$ cat src/rtl/mcc_pkg.sv
package mcc_pkg;

    localparam int XLEN   = 32;
    localparam int REG_AW = 5;
    localparam int NREG   = 1 << REG_AW;

    typedef enum logic [3:0] {
        ST_FETCH  = 4'd0,
        ST_DECODE = 4'd1,
        ST_ADDR   = 4'd2,
        ST_LDRD   = 4'd3,
        ST_LDWB   = 4'd4,
        ST_STWR   = 4'd5,
        ST_REXE   = 4'd6,
        ST_RWB    = 4'd7,
        ST_BEQ    = 4'd8,
        ST_JMP    = 4'd9
    } state_t;

    localparam logic [5:0] OPC_REG  = 6'h00;
    localparam logic [5:0] OPC_LOAD = 6'h23;
    localparam logic [5:0] OPC_STOR = 6'h2B;
    localparam logic [5:0] OPC_BEQ  = 6'h04;
    localparam logic [5:0] OPC_JMP  = 6'h02;

    typedef enum logic [1:0] {
        OPB_REG   = 2'd0,
        OPB_FOUR  = 2'd1,
        OPB_IMM   = 2'd2,
        OPB_IMMSH = 2'd3
    } opb_sel_t;

    typedef enum logic [1:0] {
        NPC_ALU  = 2'd0,
        NPC_HELD = 2'd1,
        NPC_JUMP = 2'd2
    } npc_sel_t;

    typedef enum logic [1:0] {
        ALU_ADD   = 2'd0,
        ALU_SUB   = 2'd1,
        ALU_FUNCT = 2'd2
    } alu_cls_t;

    typedef struct packed {
        logic     addr_from_res;
        logic     mem_rd;
        logic     mem_wr;
        logic     ir_load;
        logic     wb_from_mem;
        logic     dst_is_rd;
        logic     reg_we;
        logic     opa_is_reg;
        opb_sel_t opb_sel;
        alu_cls_t alu_cls;
        npc_sel_t npc_sel;
        logic     pc_we;
        logic     pc_we_if_eq;
    } ctrl_t;

endpackage

$ cat src/rtl/mcc_fsm.sv
module mcc_fsm
    import mcc_pkg::*;
(
    input  logic       clk,
    input  logic       rst_n,
    input  logic [5:0] opcode,
    output state_t     state,
    output ctrl_t      ctrl
);

    state_t state_q, state_d;

    // next-state logic
    always_comb begin
        state_d = ST_FETCH;
        unique case (state_q)
            ST_FETCH:  state_d = ST_DECODE;
            ST_DECODE: begin
                unique case (opcode)
                    OPC_REG:  state_d = ST_REXE;
                    OPC_LOAD,
                    OPC_STOR: state_d = ST_ADDR;
                    OPC_BEQ:  state_d = ST_BEQ;
                    OPC_JMP:  state_d = ST_JMP;
                    default:  state_d = ST_FETCH;
                endcase
            end
            ST_ADDR:   state_d = (opcode == OPC_LOAD) ? ST_LDRD : ST_STWR;
            ST_LDRD:   state_d = ST_LDWB;
            ST_REXE:   state_d = ST_RWB;
            ST_LDWB,
            ST_STWR,
            ST_RWB,
            ST_BEQ,
            ST_JMP:    state_d = ST_FETCH;
            default:   state_d = ST_FETCH;
        endcase
    end

    // state register
    always_ff @(posedge clk) begin
        if (!rst_n) state_q <= ST_FETCH;
        else        state_q <= state_d;
    end

    // per-state control outputs
    always_comb begin
        ctrl = '0;
        ctrl.opb_sel = OPB_REG;
        ctrl.alu_cls = ALU_ADD;
        ctrl.npc_sel = NPC_ALU;
        unique case (state_q)
            ST_FETCH: begin
                ctrl.mem_rd  = 1'b1;
                ctrl.ir_load = 1'b1;
                ctrl.opb_sel = OPB_FOUR;
                ctrl.pc_we   = 1'b1;
            end
            ST_DECODE: begin
                ctrl.opb_sel = OPB_IMMSH;
            end
            ST_ADDR: begin
                ctrl.opa_is_reg = 1'b1;
                ctrl.opb_sel    = OPB_IMM;
            end
            ST_LDRD: begin
                ctrl.mem_rd        = 1'b1;
                ctrl.addr_from_res = 1'b1;
            end
            ST_LDWB: begin
                ctrl.reg_we      = 1'b1;
                ctrl.wb_from_mem = 1'b1;
            end
            ST_STWR: begin
                ctrl.mem_wr        = 1'b1;
                ctrl.addr_from_res = 1'b1;
            end
            ST_REXE: begin
                ctrl.opa_is_reg = 1'b1;
                ctrl.alu_cls    = ALU_FUNCT;
            end
            ST_RWB: begin
                ctrl.reg_we    = 1'b1;
                ctrl.dst_is_rd = 1'b1;
            end
            ST_BEQ: begin
                ctrl.opa_is_reg  = 1'b1;
                ctrl.alu_cls     = ALU_SUB;
                ctrl.npc_sel     = NPC_HELD;
                ctrl.pc_we_if_eq = 1'b1;
            end
            ST_JMP: begin
                ctrl.npc_sel = NPC_JUMP;
                ctrl.pc_we   = 1'b1;
            end
            default: ;
        endcase
    end

    assign state = state_q;

endmodule

$ cat src/rtl/mcc_alu.sv
module mcc_alu
    import mcc_pkg::*;
#(
    parameter int W = XLEN
) (
    input  logic [W-1:0] opa,
    input  logic [W-1:0] opb,
    input  alu_cls_t     cls,
    input  logic [5:0]   funct,
    output logic [W-1:0] res,
    output logic         is_zero
);

    localparam logic [5:0] FN_ADD = 6'h20;
    localparam logic [5:0] FN_SUB = 6'h22;
    localparam logic [5:0] FN_AND = 6'h24;
    localparam logic [5:0] FN_OR  = 6'h25;
    localparam logic [5:0] FN_NOR = 6'h27;
    localparam logic [5:0] FN_SLT = 6'h2A;

    always_comb begin
        res = opa + opb;
        unique case (cls)
            ALU_ADD: res = opa + opb;
            ALU_SUB: res = opa - opb;
            ALU_FUNCT: begin
                unique case (funct)
                    FN_ADD:  res = opa + opb;
                    FN_SUB:  res = opa - opb;
                    FN_AND:  res = opa & opb;
                    FN_OR:   res = opa | opb;
                    FN_NOR:  res = ~(opa | opb);
                    FN_SLT:  res = {{(W-1){1'b0}}, ($signed(opa) < $signed(opb))};
                    default: res = opa + opb;
                endcase
            end
            default: res = opa + opb;
        endcase
    end

    assign is_zero = (res == '0);

endmodule

$ cat src/rtl/mcc_dp.sv
module mcc_dp
    import mcc_pkg::*;
(
    input  logic            clk,
    input  logic            rst_n,
    input  ctrl_t           ctrl,
    input  logic [XLEN-1:0] mem_rdata,
    output logic [XLEN-1:0] mem_addr,
    output logic [XLEN-1:0] mem_wdata,
    output logic            mem_rd,
    output logic            mem_wr,
    output logic [5:0]      opcode,
    output logic [XLEN-1:0] pc_q
);

    logic [XLEN-1:0] pc, ir, mdr, reg_a, reg_b, res_q;
    logic [XLEN-1:0] rf [NREG];
    logic [XLEN-1:0] opa, opb, alu_y, imm_sx, pc_next, wb_data, rd_a, rd_b;
    logic [REG_AW-1:0] rs_f, rt_f, rd_f, wb_idx;
    logic            alu_zero, pc_en;

    assign rs_f   = ir[25:21];
    assign rt_f   = ir[20:16];
    assign rd_f   = ir[15:11];
    assign imm_sx = {{(XLEN-16){ir[15]}}, ir[15:0]};

    // register file; index 0 stays zero
    assign rd_a = (rs_f == '0) ? '0 : rf[rs_f];
    assign rd_b = (rt_f == '0) ? '0 : rf[rt_f];
    assign wb_idx  = ctrl.dst_is_rd   ? rd_f : rt_f;
    assign wb_data = ctrl.wb_from_mem ? mdr  : res_q;

    always_ff @(posedge clk) begin
        if (ctrl.reg_we && wb_idx != '0) rf[wb_idx] <= wb_data;
    end

    // operand selects
    assign opa = ctrl.opa_is_reg ? reg_a : pc;
    always_comb begin
        unique case (ctrl.opb_sel)
            OPB_REG:   opb = reg_b;
            OPB_FOUR:  opb = XLEN'(4);
            OPB_IMM:   opb = imm_sx;
            OPB_IMMSH: opb = {imm_sx[XLEN-3:0], 2'b00};
            default:   opb = reg_b;
        endcase
    end

    mcc_alu #(.W(XLEN)) u_alu (
        .opa     (opa),
        .opb     (opb),
        .cls     (ctrl.alu_cls),
        .funct   (ir[5:0]),
        .res     (alu_y),
        .is_zero (alu_zero)
    );

    // next PC
    always_comb begin
        unique case (ctrl.npc_sel)
            NPC_ALU:  pc_next = alu_y;
            NPC_HELD: pc_next = res_q;
            NPC_JUMP: pc_next = {pc[XLEN-1:XLEN-4], ir[25:0], 2'b00};
            default:  pc_next = alu_y;
        endcase
    end
    assign pc_en = ctrl.pc_we | (ctrl.pc_we_if_eq & alu_zero);

    always_ff @(posedge clk) begin
        if (!rst_n) begin
            pc    <= '0;
            ir    <= '0;
            mdr   <= '0;
            reg_a <= '0;
            reg_b <= '0;
            res_q <= '0;
        end else begin
            if (pc_en)        pc <= pc_next;
            if (ctrl.ir_load) ir <= mem_rdata;
            mdr   <= mem_rdata;
            reg_a <= rd_a;
            reg_b <= rd_b;
            res_q <= alu_y;
        end
    end

    assign mem_addr  = ctrl.addr_from_res ? res_q : pc;
    assign mem_wdata = reg_b;
    assign mem_rd    = ctrl.mem_rd;
    assign mem_wr    = ctrl.mem_wr;
    assign opcode    = ir[31:26];
    assign pc_q      = pc;

endmodule

$ cat src/rtl/mcc_top.sv
module mcc_top
    import mcc_pkg::*;
(
    input  logic            clk,
    input  logic            rst_n,
    output logic [XLEN-1:0] mem_addr,
    output logic [XLEN-1:0] mem_wdata,
    input  logic [XLEN-1:0] mem_rdata,
    output logic            mem_rd,
    output logic            mem_wr,
    output logic [XLEN-1:0] pc_q,
    output logic [3:0]      fsm_state
);

    state_t     st;
    ctrl_t      ctrl;
    logic [5:0] opcode;

    mcc_fsm u_fsm (
        .clk    (clk),
        .rst_n  (rst_n),
        .opcode (opcode),
        .state  (st),
        .ctrl   (ctrl)
    );

    mcc_dp u_dp (
        .clk       (clk),
        .rst_n     (rst_n),
        .ctrl      (ctrl),
        .mem_rdata (mem_rdata),
        .mem_addr  (mem_addr),
        .mem_wdata (mem_wdata),
        .mem_rd    (mem_rd),
        .mem_wr    (mem_wr),
        .opcode    (opcode),
        .pc_q      (pc_q)
    );

    assign fsm_state = st;

endmodule

$ cat config.mk
export PLATFORM = sky130hd
export DESIGN_NAME = mcc_top
export DESIGN_NICKNAME = d
export VERILOG_FILES = /design/src/rtl/mcc_pkg.sv /design/src/rtl/mcc_fsm.sv /design/src/rtl/mcc_alu.sv /design/src/rtl/mcc_dp.sv /design/src/rtl/mcc_top.sv
export SDC_FILE = /design/constraint.sdc
export NUM_CORES = 2
export LEC_CHECK = 0
export BUFFER_PORTS_ARGS = -buffer_cell sky130_fd_sc_hd__buf_2
export CAP_MARGIN = 30
export CORE_ASPECT_RATIO = 1.75
export CORE_MARGIN = 2
export CORE_UTILIZATION = 65
export DETAILED_ROUTE_END_ITERATION = 8
export PLACE_DENSITY = 0.82
export SYNTH_ARGS = -nofsm -noshare
export SYNTH_HDL_FRONTEND = slang
export SYNTH_SLANG_ARGS = --single-unit
$ cat constraint.sdc
create_clock -name clk -period 16.55 [get_ports clk]
set_input_delay 0 -clock clk [delete_from_list [all_inputs] [get_ports clk]]
set_output_delay 0 -clock clk [all_outputs]
set_load 0.01 [all_outputs]
**Yosys cells after proc, flatten, opt, wreduce, memory -nomap -nowiden**

Memories as Yosys holds them, arrays and structs flattened. A register that Yosys moved wholly into a read port is not among the register bits.
Index checks and enable logic that the tools add are counted.

- Bits of input ports: 34
- Memories: 1
- Flip-flop bits (word level): 132
- Bits in writable memories: 1,024

- Magnitude comparators: 1
- Mux-type cells: 26
- Add/sub/neg operators: 2
- Bitwise gates (word level): 7
- Reductions and logical operators: 17
- Equal/unequal tests: 25

Memories:

| name | depth | bits a word | read ports | clocked after memory_dff | wr ports | line | source |
|---|---|---|---|---|---|---|---|
| u_dp.rf | 32 | 32 | 2 | 2 | 1 | mcc_dp.sv:17 | `logic [XLEN-1:0] rf [NREG];` |

Operator list:

| kind | number |
|---|---|
| one-hot mux 32 bit (5 select lines) | 1 |
| one-hot mux 32 bit (2 select lines) | 2 |
| one-hot mux 32 bit (4 select lines) | 1 |
| two-way mux 32 bit | 3 |
| equality test 6 bit, second input constant | 7 |
| adder 32 bit | 1 |
| AND 32 bit | 1 |
| zero test 32 bit | 1 |
| less-than comparator 32 bit | 1 |
| inverter 32 bit | 1 |
| OR 32 bit | 1 |
| subtractor 32 bit | 1 |
| one-hot mux 4 bit (5 select lines) | 1 |
| equality test 4 x 3 -> 1 bit, second input constant | 4 |
| one-hot mux 4 bit (4 select lines) | 1 |
| OR reduction 2 bit | 7 |
| two-way mux 1 bit | 12 |
| zero test 5 bit | 2 |
| equality test 2 bit, second input constant | 4 |
| equality test 4 x 2 -> 1 bit, second input constant | 2 |
| equality test 4 bit, second input constant | 2 |
| one-hot mux 2 bit (2 select lines) | 2 |
| equality test 2 x 1 -> 1 bit, second input constant | 3 |
| equality test 6 x 2 -> 1 bit, second input constant | 1 |
| other kinds (15) | 16 |

**Logic depth before layout (Yosys ltp)**

- Depth in word-level cells: 12
- Depth in mapped cells: 23
- Gate-level depth less buffers: 20

**Modules after synthesis**

From an unflattened synthesis, not the netlist that was laid out.

- Cell total of the unflattened synthesis: 4,197
- Area total of the unflattened synthesis: 61,634.1 um2

Modules (own cells, without submodules):

| module | sequential area each (um2) | instances | area each (um2) | cells an instance |
|---|---|---|---|---|
| mcc_dp | 34,593.2 | 1 | 54,622.4 | 3,153 |
| mcc_alu | 0.0 | 1 | 6,605.1 | 988 |
| mcc_fsm | 80.1 | 1 | 406.6 | 56 |

**Least setup slack after synthesis**

Ideal clock, no wire load.

- Path kind: reg-to-reg
- From: reg u_fsm.state_q[3], in the netlist u_fsm.state[3]
- To: reg u_dp.pc[28], in the netlist u_dp.pc_q[28]
- Stages on the path, launching flop included: 23
- Data arrival time: 5,189 ps
- Buffers on the path: 3
- Period minus slack after synthesis: 5,312 ps
- Slack: 11,238 ps
- Library setup time: 123 ps
- Cells stage by stage: dfxtp_1 -> clkbuf_1 -> nand2b_1 -> mux2_2 -> nor2_1 -> clkbuf_1 -> mux2_2 -> ha_1 -> inv_1 -> fa_1 -> nand2b_1 -> a2111oi_2 -> o211ai_1 -> and4_1 -> a2111o_1 -> o311ai_0 -> o2111ai_1 -> nor4b_1 -> nand4_1 -> nor4_2 -> buf_4 -> o21bai_4 -> mux2i_1

- Cells in the longest elaborated chain, start to end: 12
- Elaborated cells on any way between the ends: 38

RTL lines:

| what | line | source |
|---|---|---|
| start, declared | mcc_fsm.sv:11 | `state_t state_q, state_d;` |
| start signal, assigned | mcc_fsm.sv:43 | `else state_q <= state_d;` |
| branches (longest 12 deep; another with adder 32 bit) | - |  |
| end signal, assigned | mcc_dp.sv:78 | `if (pc_en) pc <= pc_next;` |
| end, declared | mcc_dp.sv:16 | `logic [XLEN-1:0] pc, ir, mdr, reg_a, reg_b, res_q;` |

Several ways; the timed one is not identified.
A chain may end at the register's enable or synchronous reset.

**Worst setup path after layout**

- From: reg u_fsm.state_q[1], in the netlist u_fsm.state[1]
- To: reg u_dp.pc[13], in the netlist u_dp.pc_q[13]

- Cells in the longest elaborated chain, start to end: 11
- Elaborated cells on any way between the ends: 36

RTL lines:

| what |
|---|
| branches (longest 11 deep; another with adder 32 bit) |

Several ways; the timed one is not identified.

==> qor.txt <==
Final Worst Setup Slack -> 9.05 ns
top-area cell type share of the netlist area -> 49.8%
Chip Height -> 412 microns
clock transition at the registers of the reported paths -> 0.07 ns
wire length of the first global-routing pass -> 327 mm
crit-path max FO -> 32
total power -> 13.2 mW
total count of hold-check failures in the final report -> 0
net switching power -> 5.71 mW
RSZ-0062 raised after global routing -> no
DR pass1 iterations -> 8
unique cell type count in the Yosys netlist -> 94
detail-routed via count per cell -> 8.11
core region area -> 94100 sq um
Clock Path Buffers -> 3
Routed met1 length -> 67.3 mm
total vias in the final route -> 44882
post-layout util -> 72.2%
ratio of cells with drive above 1 in the final layout -> 27.0%
site row count -> 149
max-cap violations -> 0
Post-synth EDFFs -> 1024
number of cells produced by synthesis -> 4107
total number of clock tree sinks -> 1220
Worst Path Class, Setup -> reg2reg
Root Buffer Master -> sky130_fd_sc_hd__clkbuf_16
number of buffers created by CTS -> 103
Relative slew margins -> 23.0%
PortBufs -> 135
number of nets in the finished design -> 4361
total number of yosys warnings -> 0
global routing usage summed across all routing layers -> 48.4%
count of antenna-violating nets left after detailed routing -> 0
routability-driven placement congestion ratio -> 1.09
total detailed-routing wirelength -> 231 mm
crit end category -> flop
share of total power in the clock network -> 18.7%
Boundary Pins -> 136
grt ovf -> 0
initial core utilization -> 65.5%
Setup crit start kind -> flop
total die area -> 97500 sq um
final critical delay including setup and external delays -> 7.50 ns
top flip-flop cell by instance count after synthesis -> sky130_fd_sc_hd__edfxtp_1
length of routed met2 wiring -> 107 mm
TritonCTS clock tree -> done
final routed wire length divided by cell count -> 41.8 microns
placed cell count -> 5279
synthesized cell area -> 61700 sq um
number of antenna violations at the first check in global routing -> 21
relative area change from synthesis to final layout -> 10.2%
outcome -> completed
most common cell in the synthesized netlist -> sky130_fd_sc_hd__edfxtp_1
worst voltage drop across the vdd grid -> 155 uV
net switching fraction of the power -> 43.3%
average cell area after synthesis -> 15.0 sq um
Routed met3 length -> 33.0 mm
number of DRC markers after the initial detailed-route iteration -> 7592
final clock period utilization by the worst path -> 45.3%
residual DRC count -> 0
summed negative setup slack over all endpoints -> 0 ns
sequential-to-total area share from yosys stat -> 56.2%
kind of path behind the tightest hold check -> in2reg
HPWL reported at the end of detailed placement -> 136 mm
# H-tree levels -> 3
leading post-synthesis cells by cell area -> sky130_fd_sc_hd__edfxtp_1 (50%), sky130_fd_sc_hd__mux4_2 (19%), sky130_fd_sc_hd__dfxtp_1 (6.4%)
required time of the critical path -> 17.19 ns
total of flip-flops plus latches after synthesis -> 1220
number of buffers inserted by post-CTS setup repair -> 0
proportion of power drawn by flip-flops and latches -> 32.3%
top layer reached by signal wires -> met5
actual transition at the worst max-transition pin -> 1.15 ns
fmax -> 0.133 GHz
die width -> 237 microns
Yosys top cell by area -> sky130_fd_sc_hd__edfxtp_1
P_int -> 7.49 mW
setup-violating endpoint count in the final report -> 0
reported leakage power -> 22.7 nW
power density over the cells -> 194 nW/um^2
pin count of the biggest net entering global routing -> 144
Worst-Skew Late Latency -> 0.77 ns
Post-synth top cells -> sky130_fd_sc_hd__edfxtp_1 (1024), sky130_fd_sc_hd__mux4_2 (510), sky130_fd_sc_hd__nand2_1 (231), sky130_fd_sc_hd__clkbuf_1 (228), sky130_fd_sc_hd__nor2_1 (212)
max-slew violation count -> 0
non-filler cells in the finished layout -> 5535
via count of the first global-routing pass -> 44455
Place WS -> 9.05 ns
WP data arrival -> 8.14 ns
fraction of registers with async set or reset after synthesis -> 0%
clock skew after layout -> 0.0381 ns
power share of the combinational group -> 49.0%
## worst paths after layout
check / cells past startpoint / to / startpoint / slack [ns]
worst max-delay path: 18 / u_dp.pc_q[13] / u_fsm.state[1] / 9.05
worst min-delay path: 3 / u_dp.mdr[28] / mem_rdata[28] / 0.005
worst max register to register: 18 / u_dp.pc_q[13] / u_fsm.state[1] / 9.05
worst min register to register: 2 / u_dp.ir[26] / u_dp.ir[26] / 0.49
## per-stage QoR
stage / hold slack [ns] / instance area, sq um
3_5_place_dp: 0.224 / 64100
4_1_cts: 0.00804 / 67800
2_1_floorplan: 0.122 / 61800
3_3_place_gp: 0.219 / 64000
6_report: 0.00534 / 68000
5_1_grt: 0.0187 / 68000
## critical path, stage by stage (launching register included)
cell and delay (ns):
sky130_fd_sc_hd__dfxtp_1 0.66, sky130_fd_sc_hd__mux2_2 0.42, sky130_fd_sc_hd__nor2_4 0.07, sky130_fd_sc_hd__buf_4 0.58, sky130_fd_sc_hd__mux2_2 0.45, sky130_fd_sc_hd__ha_1 0.43, sky130_fd_sc_hd__nand2b_1 0.24, sky130_fd_sc_hd__a2111oi_2 0.75
sky130_fd_sc_hd__o21ai_1 0.33, sky130_fd_sc_hd__a221o_1 0.41, sky130_fd_sc_hd__a21oi_1 0.66, sky130_fd_sc_hd__nand4_1 0.25, sky130_fd_sc_hd__nor4_1 0.60, sky130_fd_sc_hd__nand4_1 0.31, sky130_fd_sc_hd__nor4_2 0.32, sky130_fd_sc_hd__buf_4 0.24
sky130_fd_sc_hd__nor2_4 0.12, sky130_fd_sc_hd__buf_12 0.21, sky130_fd_sc_hd__mux2i_1 0.17
## area by class of cell
type | count | area (sq um)
clock inverter | 60 | 531
timing repair buffer | 300 | 2140
clock buffer | 130 | 2810
fill | 5674 | 26100
inverter | 107 | 404
antenna | 17 | 42.5
sequential | 1220 | 34700
tap | 1208 | 1510
multi-input combinational | 2493 | 25900
## cell families after synthesis
logic type	Yosys count	synth area share, %
buf+inv	425	2.65
flops	1220	56.2
other cells	1	0.00608
mux	841	24.3
fa+ha+maj	102	2.09
simple gates	706	5.39
xor+xnor	66	0.937
compound gates	746	8.44
## registers in the layout, summed over array words and instances, names as in the netlist
name / cells
u_dp.mem_wdata: 32
u_dp.ir: 32
u_dp.mdr: 32
u_dp.reg_a: 32
u_dp.res_q: 32
u_dp.rf: 1024
u_fsm.state: 4
u_dp.pc_q: 32
## power groups by stage
stage	Combinational, mW	Clock (mW)	Sequential, mW
2_1_floorplan	3.98	0	4.05
3_5_place_dp	6.03	0	4.29
4_1_cts	6.10	2.47	4.23
3_3_place_gp	5.95	0	4.29
5_1_grt	6.72	2.57	4.26
6_report	6.46	2.47	4.26
## timing repair
action                                 CTS  global route
resized for setup                        0             0
hold buffers                            38             0
endpoints found under the hold margin   78             0
## cells in the final DEF (no fill, tap or decap), types with 25 or more instances in the layout
| cell | instances |
|---|---|
| sky130_fd_sc_hd__nand2b_1 | 26 |
| sky130_fd_sc_hd__buf_4 | 109 |
| sky130_fd_sc_hd__mux2i_1 | 191 |
| sky130_fd_sc_hd__nor3_1 | 41 |
| sky130_fd_sc_hd__ha_1 | 97 |
| sky130_fd_sc_hd__o22ai_1 | 63 |
| sky130_fd_sc_hd__inv_1 | 104 |
| sky130_fd_sc_hd__a221oi_1 | 49 |
| sky130_fd_sc_hd__o21ai_0 | 96 |
| sky130_fd_sc_hd__nor2_1 | 178 |
| sky130_fd_sc_hd__edfxtp_1 | 1024 |
| sky130_fd_sc_hd__mux4_2 | 510 |
| sky130_fd_sc_hd__mux2_2 | 140 |
| sky130_fd_sc_hd__conb_1 | 32 |
| sky130_fd_sc_hd__a22oi_1 | 50 |
| sky130_fd_sc_hd__nand2_1 | 231 |
| sky130_fd_sc_hd__dfxtp_1 | 186 |
| sky130_fd_sc_hd__a21oi_1 | 174 |
| sky130_fd_sc_hd__and2_1 | 55 |
| sky130_fd_sc_hd__o211ai_1 | 25 |
| sky130_fd_sc_hd__xnor2_1 | 60 |
| sky130_fd_sc_hd__o221ai_1 | 48 |
| sky130_fd_sc_hd__buf_2 | 139 |
| sky130_fd_sc_hd__dlygate4sd3_1 | 38 |
| sky130_fd_sc_hd__nor2b_1 | 25 |
| sky130_fd_sc_hd__clkbuf_16 | 106 |
| sky130_fd_sc_hd__nor2_4 | 34 |
## metal layers
layer | vias up | track usage [%]
li1 | 16761 | -
met1 | 21971 | 54.2
met2 | 4631 | 74.4
met3 | 1501 | 18.2
met4 | 18 | 39.5
met5 | - | 0
Note: power is estimated with default switching activity, not from simulation.
